**src/rtl/scsi_seq_pkg.sv**
```systemverilog
package scsi_seq_pkg;

    localparam logic [3:0] A_CNT_LO  = 4'h0;
    localparam logic [3:0] A_CNT_HI  = 4'h1;
    localparam logic [3:0] A_CMD     = 4'h3;
    localparam logic [3:0] A_BUSID   = 4'h4;
    localparam logic [3:0] A_CFG     = 4'h8;

    localparam logic [7:0] C_DISC    = 8'h20;
    localparam logic [7:0] C_SELDONE = 8'h18;
    localparam logic [7:0] C_FUNC    = 8'h08;
    localparam logic [7:0] C_BUSRST  = 8'h80;
    localparam logic [7:0] C_SVC     = 8'h10;

    localparam int QUIET_BIT = 6;

    typedef enum logic [3:0] {
        K_NOP, K_FLUSH, K_CHIPRST, K_BUSRST, K_XFER, K_CPLSEQ, K_MSGOK,
        K_PAD, K_SEL, K_SELSTOP, K_ENSEL, K_BAD
    } op_kind_e;

endpackage

```
**src/rtl/seq_opdec.sv**
```systemverilog
module seq_opdec
    import scsi_seq_pkg::*;
(
    input  logic [6:0] op_i,
    output op_kind_e   kind_o
);
    always_comb begin
        case (op_i)
            7'h00, 7'h1A: kind_o = K_NOP;
            7'h01:        kind_o = K_FLUSH;
            7'h02:        kind_o = K_CHIPRST;
            7'h03:        kind_o = K_BUSRST;
            7'h10:        kind_o = K_XFER;
            7'h11:        kind_o = K_CPLSEQ;
            7'h12:        kind_o = K_MSGOK;
            7'h18:        kind_o = K_PAD;
            7'h41, 7'h42: kind_o = K_SEL;
            7'h43:        kind_o = K_SELSTOP;
            7'h44:        kind_o = K_ENSEL;
            default:      kind_o = K_BAD;
        endcase
    end
endmodule

```
**src/rtl/seq_xfer_len.sv**
```systemverilog
module seq_xfer_len #(
    parameter int CNT_W   = 16,
    parameter int CMD_MAX = 32
) (
    input  logic [CNT_W-1:0] cnt_i,
    input  logic             collect_i,
    input  logic [CNT_W:0]   avail_i,
    output logic [CNT_W:0]   len_o
);
    localparam logic [CNT_W:0] CAP = (CNT_W+1)'(CMD_MAX);

    logic [CNT_W:0] full_cnt;
    logic [CNT_W:0] limit;

    always_comb begin
        full_cnt = (cnt_i == '0) ? {1'b1, {CNT_W{1'b0}}} : {1'b0, cnt_i};
        limit    = collect_i ? CAP : avail_i;
        len_o    = (full_cnt < limit) ? full_cnt : limit;
    end
endmodule

```
**src/rtl/scsi_cmd_seq.sv**
```systemverilog
module scsi_cmd_seq
    import scsi_seq_pkg::*;
#(
    parameter int CNT_W   = 16,
    parameter int CMD_MAX = 32,
    parameter int ID_W    = 3
) (
    input  logic             clk,
    input  logic             rst_n,
    input  logic             wr_en_i,
    input  logic [3:0]       wr_addr_i,
    input  logic [7:0]       wr_data_i,
    input  logic             cause_rd_i,
    input  logic             dma_en_i,
    input  logic             dma_done_i,
    input  logic             tgt_present_i,
    input  logic [2:0]       tgt_phase_i,
    input  logic [CNT_W:0]   tgt_avail_i,
    output logic [ID_W-1:0]  tgt_id_o,
    output logic [7:0]       status_o,
    output logic [7:0]       cause_o,
    output logic [2:0]       seq_o,
    output logic [7:0]       flags_o,
    output logic [CNT_W-1:0] count_o,
    output logic             irq_o,
    output logic             dma_req_o,
    output logic [CNT_W:0]   dma_len_o,
    output logic             err_o
);
    localparam int HI_W = CNT_W - 8;

    typedef struct packed {
        logic [6:0]       status;
        logic [7:0]       cause;
        logic [2:0]       seq;
        logic [7:0]       flags;
        logic [CNT_W-1:0] cnt_wr;
        logic [CNT_W-1:0] cnt;
        logic [ID_W-1:0]  busid;
        logic             quiet;
        logic             irq;
        logic             collect;
        logic             pend;
        logic             pstop;
        logic             req;
        logic [CNT_W:0]   len;
        logic             err;
    } state_t;

    localparam state_t RST_VAL = '0;

    state_t   st_q, st_d;
    op_kind_e kind;
    logic     wr_cmd;
    logic [CNT_W:0]   xfer_len;
    logic [CNT_W-1:0] len_cnt;

    seq_opdec u_dec (
        .op_i   (wr_data_i[6:0]),
        .kind_o (kind)
    );

    assign len_cnt = wr_data_i[7] ? st_q.cnt_wr : st_q.cnt;

    seq_xfer_len #(.CNT_W(CNT_W), .CMD_MAX(CMD_MAX)) u_len (
        .cnt_i     (len_cnt),
        .collect_i (st_q.collect),
        .avail_i   (tgt_avail_i),
        .len_o     (xfer_len)
    );

    function automatic state_t finish_dma(input state_t s);
        state_t r = s;
        r.status[4] = 1'b1;
        r.cause     = C_SVC;
        r.seq       = 3'd0;
        r.flags     = 8'h00;
        r.cnt       = '0;
        r.irq       = 1'b1;
        r.req       = 1'b0;
        r.collect   = 1'b0;
        return r;
    endfunction

    function automatic state_t run_select(input state_t s, input logic stop,
                                          input logic present, input logic [2:0] ph);
        state_t r = s;
        r.irq = 1'b1;
        if (!present) begin
            r.status = 7'h00;
            r.cause  = C_DISC;
            r.seq    = 3'd0;
        end else begin
            r.cause = C_SELDONE;
            r.seq   = 3'd4;
            if (stop) begin
                r.collect = 1'b1;
                r.status  = 7'h12;
            end else begin
                r.status  = 7'h10 | {4'b0, ph};
            end
        end
        return r;
    endfunction

    assign wr_cmd = wr_en_i && (wr_addr_i == A_CMD);

    always_comb begin
        st_d     = st_q;
        st_d.err = 1'b0;
        if (cause_rd_i) begin
            st_d.cause     = 8'h00;
            st_d.status[4] = 1'b0;
            st_d.seq       = 3'd4;
            st_d.irq       = 1'b0;
        end
        if (st_q.req && dma_done_i) st_d = finish_dma(st_d);
        if (st_q.pend && dma_en_i) begin
            st_d      = run_select(st_d, st_q.pstop, tgt_present_i, tgt_phase_i);
            st_d.pend = 1'b0;
        end
        if (wr_en_i) begin
            case (wr_addr_i)
                A_CNT_LO: begin
                    st_d.cnt_wr[7:0] = wr_data_i;
                    st_d.status[4]   = 1'b0;
                end
                A_CNT_HI: begin
                    st_d.cnt_wr[CNT_W-1:8] = wr_data_i[HI_W-1:0];
                    st_d.status[4]         = 1'b0;
                end
                A_BUSID: st_d.busid = wr_data_i[ID_W-1:0];
                A_CFG:   st_d.quiet = wr_data_i[QUIET_BIT];
                default: ;
            endcase
        end
        if (wr_cmd) begin
            if (wr_data_i[7]) st_d.cnt = st_q.cnt_wr;
            case (kind)
                K_FLUSH: begin
                    st_d.cause = C_FUNC;
                    st_d.seq   = 3'd0;
                    st_d.flags = 8'h00;
                end
                K_CHIPRST: st_d = RST_VAL;
                K_BUSRST: begin
                    st_d.cause = C_BUSRST;
                    if (!st_q.quiet) st_d.irq = 1'b1;
                end
                K_XFER: begin
                    if (wr_data_i[7]) begin
                        if (xfer_len == '0) begin
                            st_d = finish_dma(st_d);
                        end else begin
                            st_d.req       = 1'b1;
                            st_d.len       = xfer_len;
                            st_d.status[4] = 1'b0;
                        end
                    end else if (st_q.collect) begin
                        st_d.collect = 1'b0;
                        st_d.status  = 7'h10 | {4'b0, tgt_phase_i};
                        st_d.cause   = C_SELDONE;
                        st_d.seq     = 3'd4;
                        st_d.irq     = 1'b1;
                    end
                end
                K_CPLSEQ: begin
                    st_d.cause = C_FUNC;
                    st_d.irq   = 1'b1;
                    if (wr_data_i[7]) begin
                        st_d.status = 7'h17;
                        st_d.seq    = 3'd4;
                    end else begin
                        st_d.status[2:0] = 3'd7;
                        st_d.flags       = 8'h02;
                    end
                end
                K_MSGOK: begin
                    st_d.cause = C_DISC;
                    st_d.seq   = 3'd0;
                    st_d.flags = 8'h00;
                    st_d.irq   = 1'b1;
                end
                K_PAD: begin
                    st_d.status = 7'h10;
                    st_d.cause  = C_FUNC;
                    st_d.seq    = 3'd0;
                end
                K_SEL, K_SELSTOP: begin
                    if (dma_en_i) begin
                        st_d = run_select(st_d, kind == K_SELSTOP, tgt_present_i, tgt_phase_i);
                    end else begin
                        st_d.pend  = 1'b1;
                        st_d.pstop = (kind == K_SELSTOP);
                    end
                end
                K_ENSEL: st_d.cause = 8'h00;
                K_BAD:   st_d.err   = 1'b1;
                default: ;
            endcase
        end
    end

    always_ff @(posedge clk or negedge rst_n) begin
        if (!rst_n) st_q <= RST_VAL;
        else        st_q <= st_d;
    end

    assign tgt_id_o  = st_q.busid;
    assign status_o  = {st_q.irq, st_q.status};
    assign cause_o   = st_q.cause;
    assign seq_o     = st_q.seq;
    assign flags_o   = st_q.flags;
    assign count_o   = st_q.cnt;
    assign irq_o     = st_q.irq;
    assign dma_req_o = st_q.req;
    assign dma_len_o = st_q.len;
    assign err_o     = st_q.err;

    // a new request never asks for zero bytes nor more than a full count
    assert_req_len_R6: assert property (@(posedge clk) disable iff (!rst_n)
        $rose(dma_req_o) |-> (dma_len_o != '0) && (dma_len_o <= {1'b1, {CNT_W{1'b0}}}));

    // completion without a competing update posts the service cause
    assert_done_irq_R7: assert property (@(posedge clk) disable iff (!rst_n)
        (dma_req_o && dma_done_i && !wr_cmd && !(st_q.pend && dma_en_i))
        |=> (irq_o && cause_o == C_SVC && !dma_req_o));

    // a pending selection is consumed once enable is high
    assert_pend_runs_R5: assert property (@(posedge clk) disable iff (!rst_n)
        (st_q.pend && dma_en_i) |=> !st_q.pend);

    // the error pulse only follows a command write
    assert_err_src_R12: assert property (@(posedge clk) disable iff (!rst_n)
        err_o |-> ($past(wr_en_i) && $past(wr_addr_i) == A_CMD));

    // a lone cause read drops the interrupt and the cause
    assert_rd_clear_R13: assert property (@(posedge clk) disable iff (!rst_n)
        (cause_rd_i && !wr_cmd && !(dma_req_o && dma_done_i) && !(st_q.pend && dma_en_i))
        |=> (!irq_o && cause_o == 8'h00 && seq_o == 3'd4));

endmodule

```
**config.mk**
```make
export PLATFORM = sky130hd
export DESIGN_NAME = scsi_cmd_seq
export DESIGN_NICKNAME = d
export VERILOG_FILES = /design/src/rtl/scsi_seq_pkg.sv /design/src/rtl/seq_opdec.sv /design/src/rtl/seq_xfer_len.sv /design/src/rtl/scsi_cmd_seq.sv
export SDC_FILE = /design/constraint.sdc
export NUM_CORES = 1
export LEC_CHECK = 0
export ABC_AREA = 0
export CAP_MARGIN = 20
export CORE_AREA = 3 3 103 105
export CTS_CLUSTER_SIZE = 8
export DETAILED_ROUTE_END_ITERATION = 8
export DIE_AREA = 0 0 106 108
export DONT_BUFFER_PORTS = 1
export PLACE_DENSITY = 0.78
export SYNTH_ARGS = -nofsm -noshare
export SYNTH_HDL_FRONTEND = slang
export SYNTH_SLANG_ARGS = --single-unit
```
**constraint.sdc**
```tcl
create_clock -name clk -period 3 [get_ports clk]
set_clock_uncertainty 0.05 [all_clocks]
set_input_delay 0.45 -clock clk [delete_from_list [all_inputs] [get_ports clk]]
set_output_delay 0.45 -clock clk [all_outputs]
set_load 0.02 [all_outputs]
```
==> summary.md <==
| Metric | Value |
|---|---|
| Most common cell after layout, fill and taps aside | `dfrtp_1` |
| Simple-gate portion of the synthesized area | `19.2%` |
| Warnings from Yosys | `0` |
| Initial antenna violation count | `0` |
| Critical path buffers and inverters | `5` |
| FFs w/ async S/R, synth | `100%` |
| Placed cell count | `725` |
| Crit path max-delay family | `compound AO/OA/AOI/OAI gates` |
| Setup TNS | `-4860 ps` |
| Flop-to-flop setup slack | `-200 ps` |
| GRT Total Usage | `27.6%` |
| Pin count of the biggest net entering global routing | `86` |
| Crit. End Element | `flip-flop` |
| Number of buffers added on ports | `0` |
| Vias in the first global route | `4673` |
| I/O pins | `105` |
| Top_reg_cell synth | `dfrtp_1` |
| Failing checks | `setup timing` |
| Chip Width | `between 100 and 150 um` |
| # DRC | `0` |
| Mux cell area share after synthesis | `7.18%` |
| Final WL | `roughly 16000 um` |
| Crit-path cells | `mux2i_2 -> buf_4 -> buf_4 -> inv_1 -> ha_1 -> a21oi_1 -> o21ai_1 -> o2111a_2 -> or3_4 -> a2111oi_4 -> buf_6 -> clkbuf_16 -> a22o_1` |
| CTS tree | `yes` |
| Area share of fa/ha/maj cells after synthesis | `approximately 3.7%` |
| ANT cells | `0` |
| Area grow syn2layout | `12.4%` |
| Combinational family with the most area after synthesis | `compound AO/OA/AOI/OAI gates` |
| Area of the core | `just under 10000 um^2` |
| Mapped Avg Cell Area | `9.28 um^2` |
| TritonCTS buffer count | `9` |
| FP Rows | `36` |
| CP Depth | `13` |
| Min-delay src | `dma_en_i` |
| Pleak | `3.01 nW` |
| Sequential fraction of the synthesis area | `roughly 37%` |
| Fin crit period | `3200 ps` |
| Peak supply drop | `between 0.0003 and 0.0004 V` |
| CP arrival | `3460 ps` |
| PwrDens | `478 nW/um^2` |
| Final WS setup | `-199 ps` |
| Layout cell share with drive strength beyond 1 | `25.0%` |
| Status | `complete, but fails checks` |
| Max_slew headroom | `approximately half` |
| Sink Count | `85` |
| Hold EP | `st_q[20]$_DFF_PN0_` |
| CTS root buf | `clkbuf_8` |
| Initial DRC Count | `426` |
| Fin. max-slew vios | `0` |
| DR vias/cell | `6.39` |
| Die H | `around 110 um` |
| #FFs+latches synth | `85` |
| Crit start category | `flip-flop` |
| Final Hold Fails | `0` |
| Post-Synth XOR/XNOR Area | `less than 1%` |
| Tightest Pin Transition | `a little over 700 ps` |
| Crit share post-route | `107%` |
| Most frequent cells in the layout | `dfrtp_1 (85), buf_4 (75), nand2_1 (57)` |
| RR Startpoint | `st_q[47]$_DFF_PN0_` |
| Grt total ovfl | `0` |
| Die area | `11400 um^2` |
| Final HPWL DP | `11700 um` |
| Routed Antenna Nets | `0` |
| Worst path most repeated cell | `buf_4` |
| Post-Syn Nets | `667` |
| Worst hold path type | `input pin to flip-flop` |
| Maximum fanout along the worst path | `9` |
| NumNets Final | `675` |
| CTS Buffer Depth | `2` |
| Hold path cells | `1` |
| Worst Path Required | `between 3000 and 4000 ps` |
| Maximum level of the CTS H-tree | `3` |
| Filler cells | `roughly 800` |
| Final setup violation count | `50` |
| Via count | `4840` |
| Reg-to-reg endpoint | `dma_len_o[7]$_DFFE_PN0P_` |
| Reg clk slew, reported paths | `100 ps` |
| RSZ-0062 raised after global routing | `yes` |
| Synth Instances | `612` |
| Starting Density | `between 50% and 60%` |
| Crit Path Class | `flip-flop to flip-flop` |
| Clock latency on the worst-skew pair | `370 ps` |
| Drt pass-1 iters | `5` |
| Max Cap Viol | `0` |
| Compound-cell area share of the yosys netlist | `20.1%` |
| Number of flops mapped to enable cells by yosys | `0` |
| Synthesized area | `5680 um^2` |
| R2R cell count | `13` |
| Cell variety after synth | `72` |
| First-pass GRT wire length | `24700 um` |
| Fin cells | `758` |
| Drt wl/cell | `roughly 22 um` |
| Max frequency | `313 MHz` |
| Crit-path slowest cell | `dfrtp_1` |
| Critical Path Max Stage Delay | `440 ps` |
| RePlAce Congestion | `0.941` |
==> timing repair <==
action,in CTS,in global routing
hold endpoints to repair,85,0
hold buffers,2,0
setup endpoints to repair,51,56
buffers inserted,6,8
cloned,0,2
gates resized for setup,6,28
pin swaps,8,22
==> Yosys cell counts (4+ instances only) <==
master	count	share of area, %
nor2_1	49	3.2
nand2_1	59	3.9
ha_1	16	3.5
nand2b_1	10	1.1
buf_6	4	0.79
nor3_1	12	1.1
nand3_1	19	1.7
buf_4	64	8.5
a22o_1	32	4.9
a32oi_1	4	0.62
a21oi_1	34	3.0
a22oi_1	6	0.79
nor3_2	4	0.70
clkbuf_1	22	1.5
mux2i_1	36	6.3
o21ai_0	16	1.4
and3_1	7	0.77
dfrtp_1	85	37
nor2b_1	4	0.44
nand3b_1	5	0.66
inv_1	18	1.2
nor4_1	8	0.88
a31oi_1	5	0.55
nand4_1	7	0.77
a21o_1	5	0.66
==> metrics by stage <==
| step | cell area, um^2 | util (%) | setup slack, ps | hold slack [ps] | power [W] |
|---|---|---|---|---|---|
| floorplan | 5720 | - | -479 | 104 | 0.00186 |
| global placement | 5830 | 59.9 | -173 | 107 | 0.00206 |
| detailed placement | 5830 | 59.9 | -274 | 107 | 0.00209 |
| CTS | 6160 | 63.3 | -38.1 | 64.8 | 0.00302 |
| global route | 6390 | 65.7 | -330 | 58.5 | 0.00319 |
| finish | 6390 | 65.7 | -199 | 74.9 | 0.00306 |
==> cell families after synthesis <==
group,after synthesis
simple gates,212
xor+xnor,1
buf+inv,113
fa+ha+maj,17
compound gates,144
flops,85
mux,40
==> worst max path at each step <==
stage	start	end	slack (ps)
6_report	st_q[47]$_DFF_PN0_	dma_len_o[7]$_DFFE_PN0P_	-200
5_1_grt	st_q[47]$_DFF_PN0_	dma_len_o[0]$_DFFE_PN0P_	-330
4_1_cts	st_q[47]$_DFF_PN0_	dma_len_o[14]$_DFFE_PN0P_	-40
3_5_place_dp	wr_data_i[7]	dma_len_o[10]$_DFFE_PN0P_	-270
3_3_place_gp	wr_data_i[7]	dma_len_o[3]$_DFFE_PN0P_	-170
2_1_floorplan	wr_data_i[7]	dma_len_o[10]$_DFFE_PN0P_	-480
==> cell type report <==
cell class	instances	area [um^2]	area share, %
Timing Repair Buffer	90	822	12.9
Clock buffer	9	124	1.94
Multi-Input combinational cell	414	2990	46.8
Inverter	20	75.1	1.18
Tap cell	133	166	2.61
Sequential cell	85	2130	33.3
Clock inverter	7	86.3	1.35
==> power by group <==
group          total [W]  switching [W]  internal, W  leakage (nW)
combinational   0.000841       0.000443     0.000398          1.76
clock           0.000885       0.000480     0.000406         0.105
sequential       0.00133      0.0000889      0.00124          1.14
total            0.00306        0.00101      0.00204          3.01
==> flip-flops by register name, summed over array words and instances (netlist names), 3 cells and up <==
name       count
cause_o        8
count_o       16
dma_len_o     17
flags_o        8
seq_o          3
st_q          20
status_o       7
tgt_id_o       3
==> per-layer routing <==
layer	global-route usage [%]	wire length, um	up-vias
li1	-	-	2185
met1	37.8	6910	2384
met2	44.4	7770	238
met3	6.27	1380	33
met4	7.77	288	0
met5	0	0	-
==> worst register-to-register path, stage by stage (launching register included) <==
cell	delay [ps]
dfrtp_1	440
mux2i_2	250
buf_4	160
buf_4	100
inv_1	30
ha_1	280
a21oi_1	140
o21ai_1	110
o2111a_2	320
or3_4	420
a2111oi_4	370
buf_6	190
clkbuf_16	160
a22o_1	120
No activity file was read; power rests on OpenSTA's default activity.
